$ cat config.mk
export PLATFORM = sky130hd
export DESIGN_NAME = noise_lfsr_gen
export DESIGN_NICKNAME = d
export VERILOG_FILES = /design/src/rtl/noise_lfsr_pkg.sv /design/src/rtl/noise_rst_sync.sv /design/src/rtl/noise_fb_tap.sv /design/src/rtl/noise_shift_reg.sv /design/src/rtl/noise_lfsr_gen.sv
export SDC_FILE = /design/constraint.sdc
export NUM_CORES = 1
export LEC_CHECK = 0
export BUFFER_PORTS_ARGS = -buffer_cell sky130_fd_sc_hd__buf_4
export CAP_MARGIN = 15
export CELL_PAD_IN_SITES_DETAIL_PLACEMENT = 0
export CELL_PAD_IN_SITES_GLOBAL_PLACEMENT = 1
export CORE_UTILIZATION = 38
export CTS_CLUSTER_SIZE = 8
export DETAILED_ROUTE_END_ITERATION = 16
export PLACE_DENSITY = 0.79
export SLEW_MARGIN = 10
export SYNTH_ARGS = -nofsm -noshare
export SYNTH_HDL_FRONTEND = slang
export SYNTH_SLANG_ARGS = --single-unit
$ cat constraint.sdc
create_clock -name clk_i -period 0.8 [get_ports clk_i]
set_input_delay 0.16 -clock clk_i [delete_from_list [all_inputs] [get_ports clk_i]]
set_output_delay 0.16 -clock clk_i [all_outputs]
set_load 0.02 [all_outputs]
$ cat src/rtl/noise_lfsr_pkg.sv
package noise_lfsr_pkg;
  localparam int unsigned LFSR_W    = 15;
  localparam int unsigned LONG_TAP  = 1;
  localparam int unsigned SHORT_TAP = 6;
  localparam logic [LFSR_W-1:0] LFSR_SEED = 15'h0001;

  typedef enum logic {
    SEQ_LONG  = 1'b0,
    SEQ_SHORT = 1'b1
  } seq_len_e;
endpackage

$ cat src/rtl/noise_rst_sync.sv
module noise_rst_sync #(
  parameter int unsigned STAGES = 2
) (
  input  logic clk_i,
  input  logic rst_ni,
  output logic rst_sync_no
);
  logic [STAGES-1:0] sync_q;
  logic [STAGES-1:0] sync_d;

  always_comb begin
    sync_d = {sync_q[STAGES-2:0], 1'b1};
  end

  always_ff @(posedge clk_i or negedge rst_ni) begin
    if (!rst_ni) sync_q <= '0;
    else         sync_q <= sync_d;
  end

  assign rst_sync_no = sync_q[STAGES-1];
endmodule

$ cat src/rtl/noise_fb_tap.sv
module noise_fb_tap
  import noise_lfsr_pkg::*;
#(
  parameter int unsigned W       = LFSR_W,
  parameter int unsigned TAP_LNG = LONG_TAP,
  parameter int unsigned TAP_SHT = SHORT_TAP
) (
  input  logic [W-1:0] state_i,
  input  seq_len_e     len_i,
  output logic         fb_o
);
  logic second_bit;

  generate
    if (TAP_LNG == TAP_SHT) begin : g_fixed_tap
      assign second_bit = state_i[TAP_LNG];
    end else begin : g_muxed_tap
      assign second_bit = (len_i == SEQ_SHORT) ? state_i[TAP_SHT] : state_i[TAP_LNG];
    end
  endgenerate

  assign fb_o = state_i[0] ^ second_bit;
endmodule

$ cat src/rtl/noise_shift_reg.sv
module noise_shift_reg
  import noise_lfsr_pkg::*;
#(
  parameter int unsigned      W    = LFSR_W,
  parameter logic [W-1:0]     SEED = LFSR_SEED
) (
  input  logic         clk_i,
  input  logic         rst_ni,
  input  logic         adv_i,
  input  logic         fb_i,
  output logic [W-1:0] q_o
);
  logic [W-1:0] q_r;
  logic [W-1:0] q_nxt;

  always_comb begin
    q_nxt = q_r;
    if (adv_i) q_nxt = {fb_i, q_r[W-1:1]};
  end

  always_ff @(posedge clk_i or negedge rst_ni) begin
    if (!rst_ni) q_r <= SEED;
    else         q_r <= q_nxt;
  end

  assign q_o = q_r;
endmodule

$ cat src/rtl/noise_lfsr_gen.sv
module noise_lfsr_gen
  import noise_lfsr_pkg::*;
#(
  parameter int unsigned           W          = LFSR_W,
  parameter int unsigned           TAP_LNG    = LONG_TAP,
  parameter int unsigned           TAP_SHT    = SHORT_TAP,
  parameter logic [LFSR_W-1:0]     SEED       = LFSR_SEED,
  parameter int unsigned           RST_STAGES = 2
) (
  input  logic         clk_i,
  input  logic         rst_ni,
  input  logic         step_en_i,
  input  logic         len_sel_i,
  output logic         noise_o,
  output logic [W-1:0] lfsr_state_o
);
  logic         core_rst_n;
  logic         fb;
  logic [W-1:0] state;
  seq_len_e     len_mode;

  assign len_mode = seq_len_e'(len_sel_i);

  noise_rst_sync #(.STAGES(RST_STAGES)) u_rst (
    .clk_i       (clk_i),
    .rst_ni      (rst_ni),
    .rst_sync_no (core_rst_n)
  );

  noise_fb_tap #(.W(W), .TAP_LNG(TAP_LNG), .TAP_SHT(TAP_SHT)) u_tap (
    .state_i (state),
    .len_i   (len_mode),
    .fb_o    (fb)
  );

  noise_shift_reg #(.W(W), .SEED(SEED[W-1:0])) u_sr (
    .clk_i  (clk_i),
    .rst_ni (core_rst_n),
    .adv_i  (step_en_i),
    .fb_i   (fb),
    .q_o    (state)
  );

  assign lfsr_state_o = state;
  assign noise_o      = ~state[0];
endmodule

; Word level (Yosys, flattened, before mapping)
; Cells that the tools add are included.
[op_classes]
bitwise_logic = 2
mux = 1
[ops]
columns = operator, n
row1 = 1-bit 2-to-1 mux, 1
row2 = 1-bit NOT, 1
row3 = 1-bit bitwise XOR, 1
[totals]
regBits = 17
output_inout_bits = 16

; Depth between registers and ports, before layout
; Gate-level depths: netlist of run 1.
[logic_depth]
ltp_word = 2
mapped_depth = 4
ltp_nobuf = 3

; Cells and area by module
; From an unflattened synthesis of run 1, not the netlist that was laid out.
[hier_totals]
cells_unflattened = 38
hier_area_um2 = 690.7
[by_module_without_submodules]
columns = mod, seq_area_each_um2, n_inst, area_each_um2, cells_each
row1 = noise_shift_reg, 376.6, 1, 614.3, 32
row2 = noise_rst_sync, 50.0, 1, 53.8, 3
row3 = noise_fb_tap, 0.0, 1, 18.8, 2
row4 = noise_lfsr_gen, 0.0, 1, 3.8, 1

; Least setup slack after synthesis of run 1
; No wires, ideal clock.
[synth_timing]
path_type = reg-to-reg
startpoint = reg u_sr.q_r[6] (netlist: u_sr.q_o[6])
endpoint = reg u_sr.q_r[14] (netlist: u_sr.q_o[14])
setup_ns = 0.125
path_stages_with_launch = 4
path_slack_ns = -0.275
path_buffers = 0
required_time_ns = 0.675
t_arrival_ns = 0.950
cell_sequence = dfrtp_1 mux2i_1 xnor2_1 mux2_4
[synth_between]
elab_chain_len = 2
[synth_rtl]
columns = element, line
row1 = "start, declared", noise_shift_reg.sv:13  ; logic [W-1:0] q_r;
row2 = "start signal, assigned", noise_shift_reg.sv:23  ; else q_r <= q_nxt;
row3 = 1-bit 2-to-1 mux, noise_fb_tap.sv:18  ; assign second_bit = (len_i == SEQ_SHORT) ? state_i[TAP_SHT] : state_i[TAP_LNG];
row4 = 1-bit bitwise XOR, noise_fb_tap.sv:22  ; assign fb_o = state_i[0] ^ second_bit;
; Every way passes these cells.
; A chain may end at the register's enable or synchronous reset.

; Final worst setup path of run 1
[layout_timing]
startpoint = reg u_sr.q_r[0] (netlist: u_sr.q_o[0])
endpoint = out noise_o
[layout_between]
elab_chain_len = 1
[layout_rtl]
columns = element, line
row1 = 1-bit NOT, noise_lfsr_gen.sv:45  ; assign noise_o = ~state[0];
row2 = "end, declared", noise_lfsr_gen.sv:14  ; output logic noise_o,
; Every way passes these cells.

==> results of run 1 <==
==> final cells by class <==
cell class                 instances  area (um2)
clock buffer                       4        26.3
sequential                        17         443
multi-input combinational         19         226
inverter                           1        3.75
timing repair buffer              35         363
fill                             120         459
tap                               16        20.0
==> state kept, by name (all words and copies together) (netlist names) <==
| name | flops |
|---|---|
| u_sr.q_o | 15 |
| u_rst.sync_q | 2 |
==> through the flow <==
stage	setup slack [ps]	util, %	instance area [um2]	setup TNS [ps]
detailed placement	-238	54.0	832	-1180
floorplan	-252	-	666	-811
finish	-366	70.2	1080	-5490
CTS	-361	68.3	1050	-5350
global placement	-192	54.0	832	-1140
global route	-405	70.2	1080	-6250
==> cells by family (layout without fill, tap and decap cells) <==
| logic type | after synthesis | count (layout) | synth area share [%] |
|---|---|---|---|
| other | 1 | 1 | 0.581 |
| multiplexers | 15 | 15 | 26.5 |
| flip-flops | 17 | 17 | 66.1 |
| AO/OA/AOI/OAI | 1 | 1 | 0.774 |
| XOR/XNOR | 1 | 1 | 1.36 |
| buffers and inverters | 3 | 40 | 4.07 |
| AND/OR/NAND/NOR | 1 | 1 | 0.581 |
==> cell usage in the layout, fill, tap and decap left out <==
| master | Yosys | final |
|---|---|---|
| inv_2 | 0 | 1 |
| dfrtp_2 | 0 | 13 |
| dfstp_2 | 1 | 1 |
| mux2_4 | 1 | 6 |
| dfrtp_1 | 16 | 3 |
| nand2_1 | 1 | 1 |
| o21ai_2 | 0 | 1 |
| xnor2_2 | 0 | 1 |
| buf_6 | 2 | 26 |
| clkbuf_4 | 0 | 3 |
| dlygate4sd3_1 | 0 | 1 |
| clkbuf_1 | 0 | 1 |
| mux2i_2 | 0 | 1 |
| buf_4 | 0 | 8 |
| mux2_2 | 13 | 8 |
| conb_1 | 1 | 1 |
==> layer usage <==
layer / vias up / share of wire (%) / global-route usage [%]
met3: 0 / 6.2 / 5.53
met2: 13 / 49 / 23.0
li1: 203 / - / -
met4: 0 / 0 / 1.82
met1: 218 / 45 / 18.7
met5: - / 0 / 0
==> power by group through the flow <==
stage / Sequential [mW] / Combinational, mW / Clock [mW]
6_report: 1.52 / 2.24 / 0.437
5_1_grt: 1.56 / 2.36 / 0.479
4_1_cts: 1.50 / 2.15 / 0.449
3_5_place_dp: 1.46 / 1.43 / 0
3_3_place_gp: 1.46 / 1.42 / 0
2_1_floorplan: 1.85 / 0.387 / 0
==> critical path: stages, from the launching register on <==
cell and delay, ps:
dfstp_2 570, inv_2 40, buf_6 120
==> final timing paths <==
path                                  from           end  slack (ps)  cells past startpoint
min in group clk_i               step_en_i  u_sr.q_o[12]         310                      2
setup reg to reg               u_sr.q_o[0]  u_sr.q_o[14]        -300                      3
setup / recovery               u_sr.q_o[0]       noise_o        -370                      2
hold reg to reg            u_rst.sync_q[1]   u_sr.q_o[6]         170                      1
max in group asynchronous  u_rst.sync_q[1]   u_sr.q_o[0]         390                      1
hold / removal             u_rst.sync_q[1]   u_sr.q_o[6]         170                      1
==> repair_timing <==
item                                    in CTS  in global routing
hold buffers                                 1                  0
pin swaps                                    0                  0
buffers inserted                            10                  1
endpoints found under the setup margin      21                 31
resized for setup                           30                  6
endpoints found under the hold margin        2                  0
==> qor.csv, run 1 <==
metric;value;unit
status;complete, but fails checks;
failing checks;setup timing;
GRT overflow;0;
ANT nets after route;0;
post-synthesis cell count;39;
sequential power share;36.3;%
max cap viols;0;
slack of the critical path;-366;ps
Cell Area, Synth;646;um2
Hold Slack;170;ps
CP arrival;1010;ps
Final period util;146;%
Design Power;4.20;mW
Root Buffer;clkbuf_4;
Total Routed Length;1.18;mm
Max Clk Rate;858;MHz
# DRC;0;
Netlist cell types;11;
Final #Nets;81;
H-tree levels;1;
CP Max Fanout;3;
Starting Density;41.9;%
Die Width;43.2;um
P&R area growth vs syn;67.6;%
drt pass-1 iters;2;
die height;43.2;um
fraction of layout cells with a size suffix above 1;90.8;%
CTS Buffer Depth;2;
Synth area leaders;dfrtp_1 (62%), mux2_2 (23%), dfstp_2 (4.1%);
Post-Syn Nets;43;
cell with the most instances after synthesis;dfrtp_1;
clock skew;6.08;ps
num ports;20;
worst skew pair latency;280;ps
Clock Sinks;17;
initial antenna violation count;0;
Pins Over Slew Limit;0;
# rows;14;
Clock power frac;10.4;%
sequential area share after synthesis;66.1;%
Syn Area/Cell;16.6;um2
Leak;0.533;nW
Comb pwr share;53.3;%
Crit path required time;640;ps
dpl cells;76;
number of synthesized flops with an enable pin;0;
Net Sw Power;1.36;mW
RSZ-0062 raised after global routing;true;
DR vias;434;
non-filler cells, final;92;
RD Place Congestion;0.656;
Top FF cell, synth;dfrtp_1;
Power Dens Cells;3880;nW/um2
IO Port Bufs;19;
Crit. End Element;primary output;
vias in the first global route;455;
Final setup viols;31;
Antenna Cells;0;
Yosys top cell by area;dfrtp_1;
Placeable Area;1540;um2
Pint;2.83;mW
GRT Util Overall;14.3;%
TritonCTS Buffers;3;
top cells by count, synth;dfrtp_1 (16), mux2_2 (13), buf_6 (2);
post-DP HPWL;662;um
type of origin of the critical path;flop;
first-pass GRT wire length;1.97;mm
Async SR Flop Fraction;100;%
die area;1870;um2
largest net degree at the start of global routing;16;
worst hold path type;flop to async pin;
final hold vios;0;
CTS tree;yes;
initial DRC count;1;
Reg clk slew, reported paths;100;ps
Synth top area share;62.0;%
Ys Warns;0;
Final min period;1170;ps
per-cell routed wire length;12.9;um
post-DR vias/cell;4.72;
Yosys reg bits;17;
Sw Share;32.5;%
Max VDD drop;2.68;mV
Setup CP Type;flop to primary output;
Note: power is estimated with default switching activity, not from simulation.
==> run 2, diff against run 1 <==
Settings changed: CORE_UTILIZATION 38 to 34, PLACE_DENSITY 0.79 to 0.75, SKIP_CTS_REPAIR_TIMING set to 1.
Clock period 0.8 ns to 1.02 ns, I/O delays scaled along.
==> qor.csv, run 2 (same netlist as run 1, synthesis figures left out) <==
metric;value;unit
status;complete, but fails checks;
failing checks;setup timing;
Final period util;121;%
per-cell routed wire length;11.4;um
DR vias;403;
slack of the critical path;-216;ps
worst skew pair latency;290;ps
Design Power;2.94;mW
Setup CP Type;flop to primary output;
Power Dens Cells;3040;nW/um2
Final min period;1240;ps
CTS tree;yes;
Die Width;45.6;um
Reg2Reg Setup Slack;0;ps
sequential power share;39.0;%
reg2reg start;u_sr.q_o[1];
DP Area;822;um2
commonest non-fill, non-tap cells in the layout;buf_6 (18), dfrtp_1 (14), mux2_2 (12);
Final #Nets;74;
Crit. End Element;primary output;
TritonCTS Buffers;3;
Clock power frac;12.3;%
Reg clk slew, reported paths;100;ps
CP Max Fanout;3;
drt pass-1 iters;1;
non-filler cells, final;94;
final hold vios;0;
Pins Over Slew Limit;0;
Reg-to-Reg End;u_sr.q_o[1];
Comb pwr share;48.7;%
Max Clk Rate;809;MHz
clock skew;9.65;ps
fraction of layout cells with a size suffix above 1;69.6;%
Net Sw Power;0.999;mW
type of origin of the critical path;flop;
CTS Buffer Depth;2;
Crit path required time;820;ps
RSZ-0062 raised after global routing;true;
max reg flops;15;
GRT overflow;0;
post-DP HPWL;681;um
Pint;1.94;mW
Sw Share;34.0;%
Leak;0.490;nW
design area;967;um2
Root Buffer;clkbuf_4;
worst hold path type;flop to async pin;
# DRC;0;
die height;45.6;um
Final Core Density;55.4;%
Antenna Cells;0;
initial DRC count;0;
Max VDD drop;1.28;mV
# rows;15;
first-pass GRT wire length;1.66;mm
vias in the first global route;364;
P&R area growth vs syn;49.8;%
Total Routed Length;1.07;mm
max cap viols;0;
largest net degree at the start of global routing;17;
Clock Sinks;17;
GRT Util Overall;12.1;%
H-tree levels;1;
RD Place Congestion;0.658;
ANT nets after route;0;
Fillers;166;
CP arrival;1030;ps
dpl cells;84;
initial antenna violation count;0;
most common cell after layout, fill and taps aside;buf_6;
dpl ws;18.5;ps
post-DR vias/cell;4.29;
Final setup viols;17;
cell count of the worst reg-to-reg path;3;
Starting Density;37.0;%
Placeable Area;1750;um2
IO Port Bufs;19;
num ports;20;
die area;2080;um2
-- run 2: changes by cell type in the layout (fill, tap and decap cells not counted), sizes merged --
cell  previous run  this run
buf             34        27
-- run 2: how the worst max path moves through the flow --
| stage | from | to | slack, ps | cells after the start |
|---|---|---|---|---|
| detailed placement | u_sr.q_o[6] | u_sr.q_o[14] | 20 | 3 |
| floorplan | u_sr.q_o[6] | u_sr.q_o[14] | -30 | 3 |
| CTS | u_sr.q_o[0] | noise_o | -250 | 2 |
| global placement | u_sr.q_o[6] | u_sr.q_o[14] | 30 | 3 |
| finish | u_sr.q_o[0] | noise_o | -220 | 2 |
| global route | u_sr.q_o[0] | noise_o | -270 | 2 |
-- run 2: worst max-delay path, stage by stage, from the launching register on --
cell and delay (ps):
dfstp_2 580, inv_2 40, buf_6 120
-- run 2: metal layers --
layer | up-vias | GRT usage [%] | share of wire (%)
li1 | 191 | - | -
met5 | - | 0 | 0
met3 | 2 | 7.54 | 7.1
met4 | 0 | 5.45 | 0.75
met1 | 198 | 15.2 | 44
met2 | 12 | 16.3 | 48
-- run 2: layout make-up --
| type | instances | area, um2 | share of cell area (%) |
|---|---|---|---|
| clock buffers | 4 | 26.3 | 2.72 |
| repair buffers | 28 | 280 | 29.0 |
| flip-flops and latches | 17 | 429 | 44.4 |
| multi-input cells | 19 | 196 | 20.3 |
| well taps | 25 | 31.3 | 3.23 |
| inverters | 1 | 3.75 | 0.388 |
-- run 2: per-stage QoR --
stage | hold WS (ps) | TNS [ps]
floorplan | -91.6 | -31.5
global placement | -12.6 | 0
detailed placement | -12.5 | 0
CTS | -334 | -1400
global route | 170 | -1800
finish | 130 | -921
-- run 2: power groups by stage --
stage                     combinational, mW  sequential [mW]  clock, mW
after global placement                 1.11             1.12          0
after CTS                              1.11             1.11      0.376
after global routing                   1.53             1.18      0.411
after detailed placement               1.11             1.12          0
final                                  1.43             1.15      0.360
after floorplan                       0.301             1.41          0
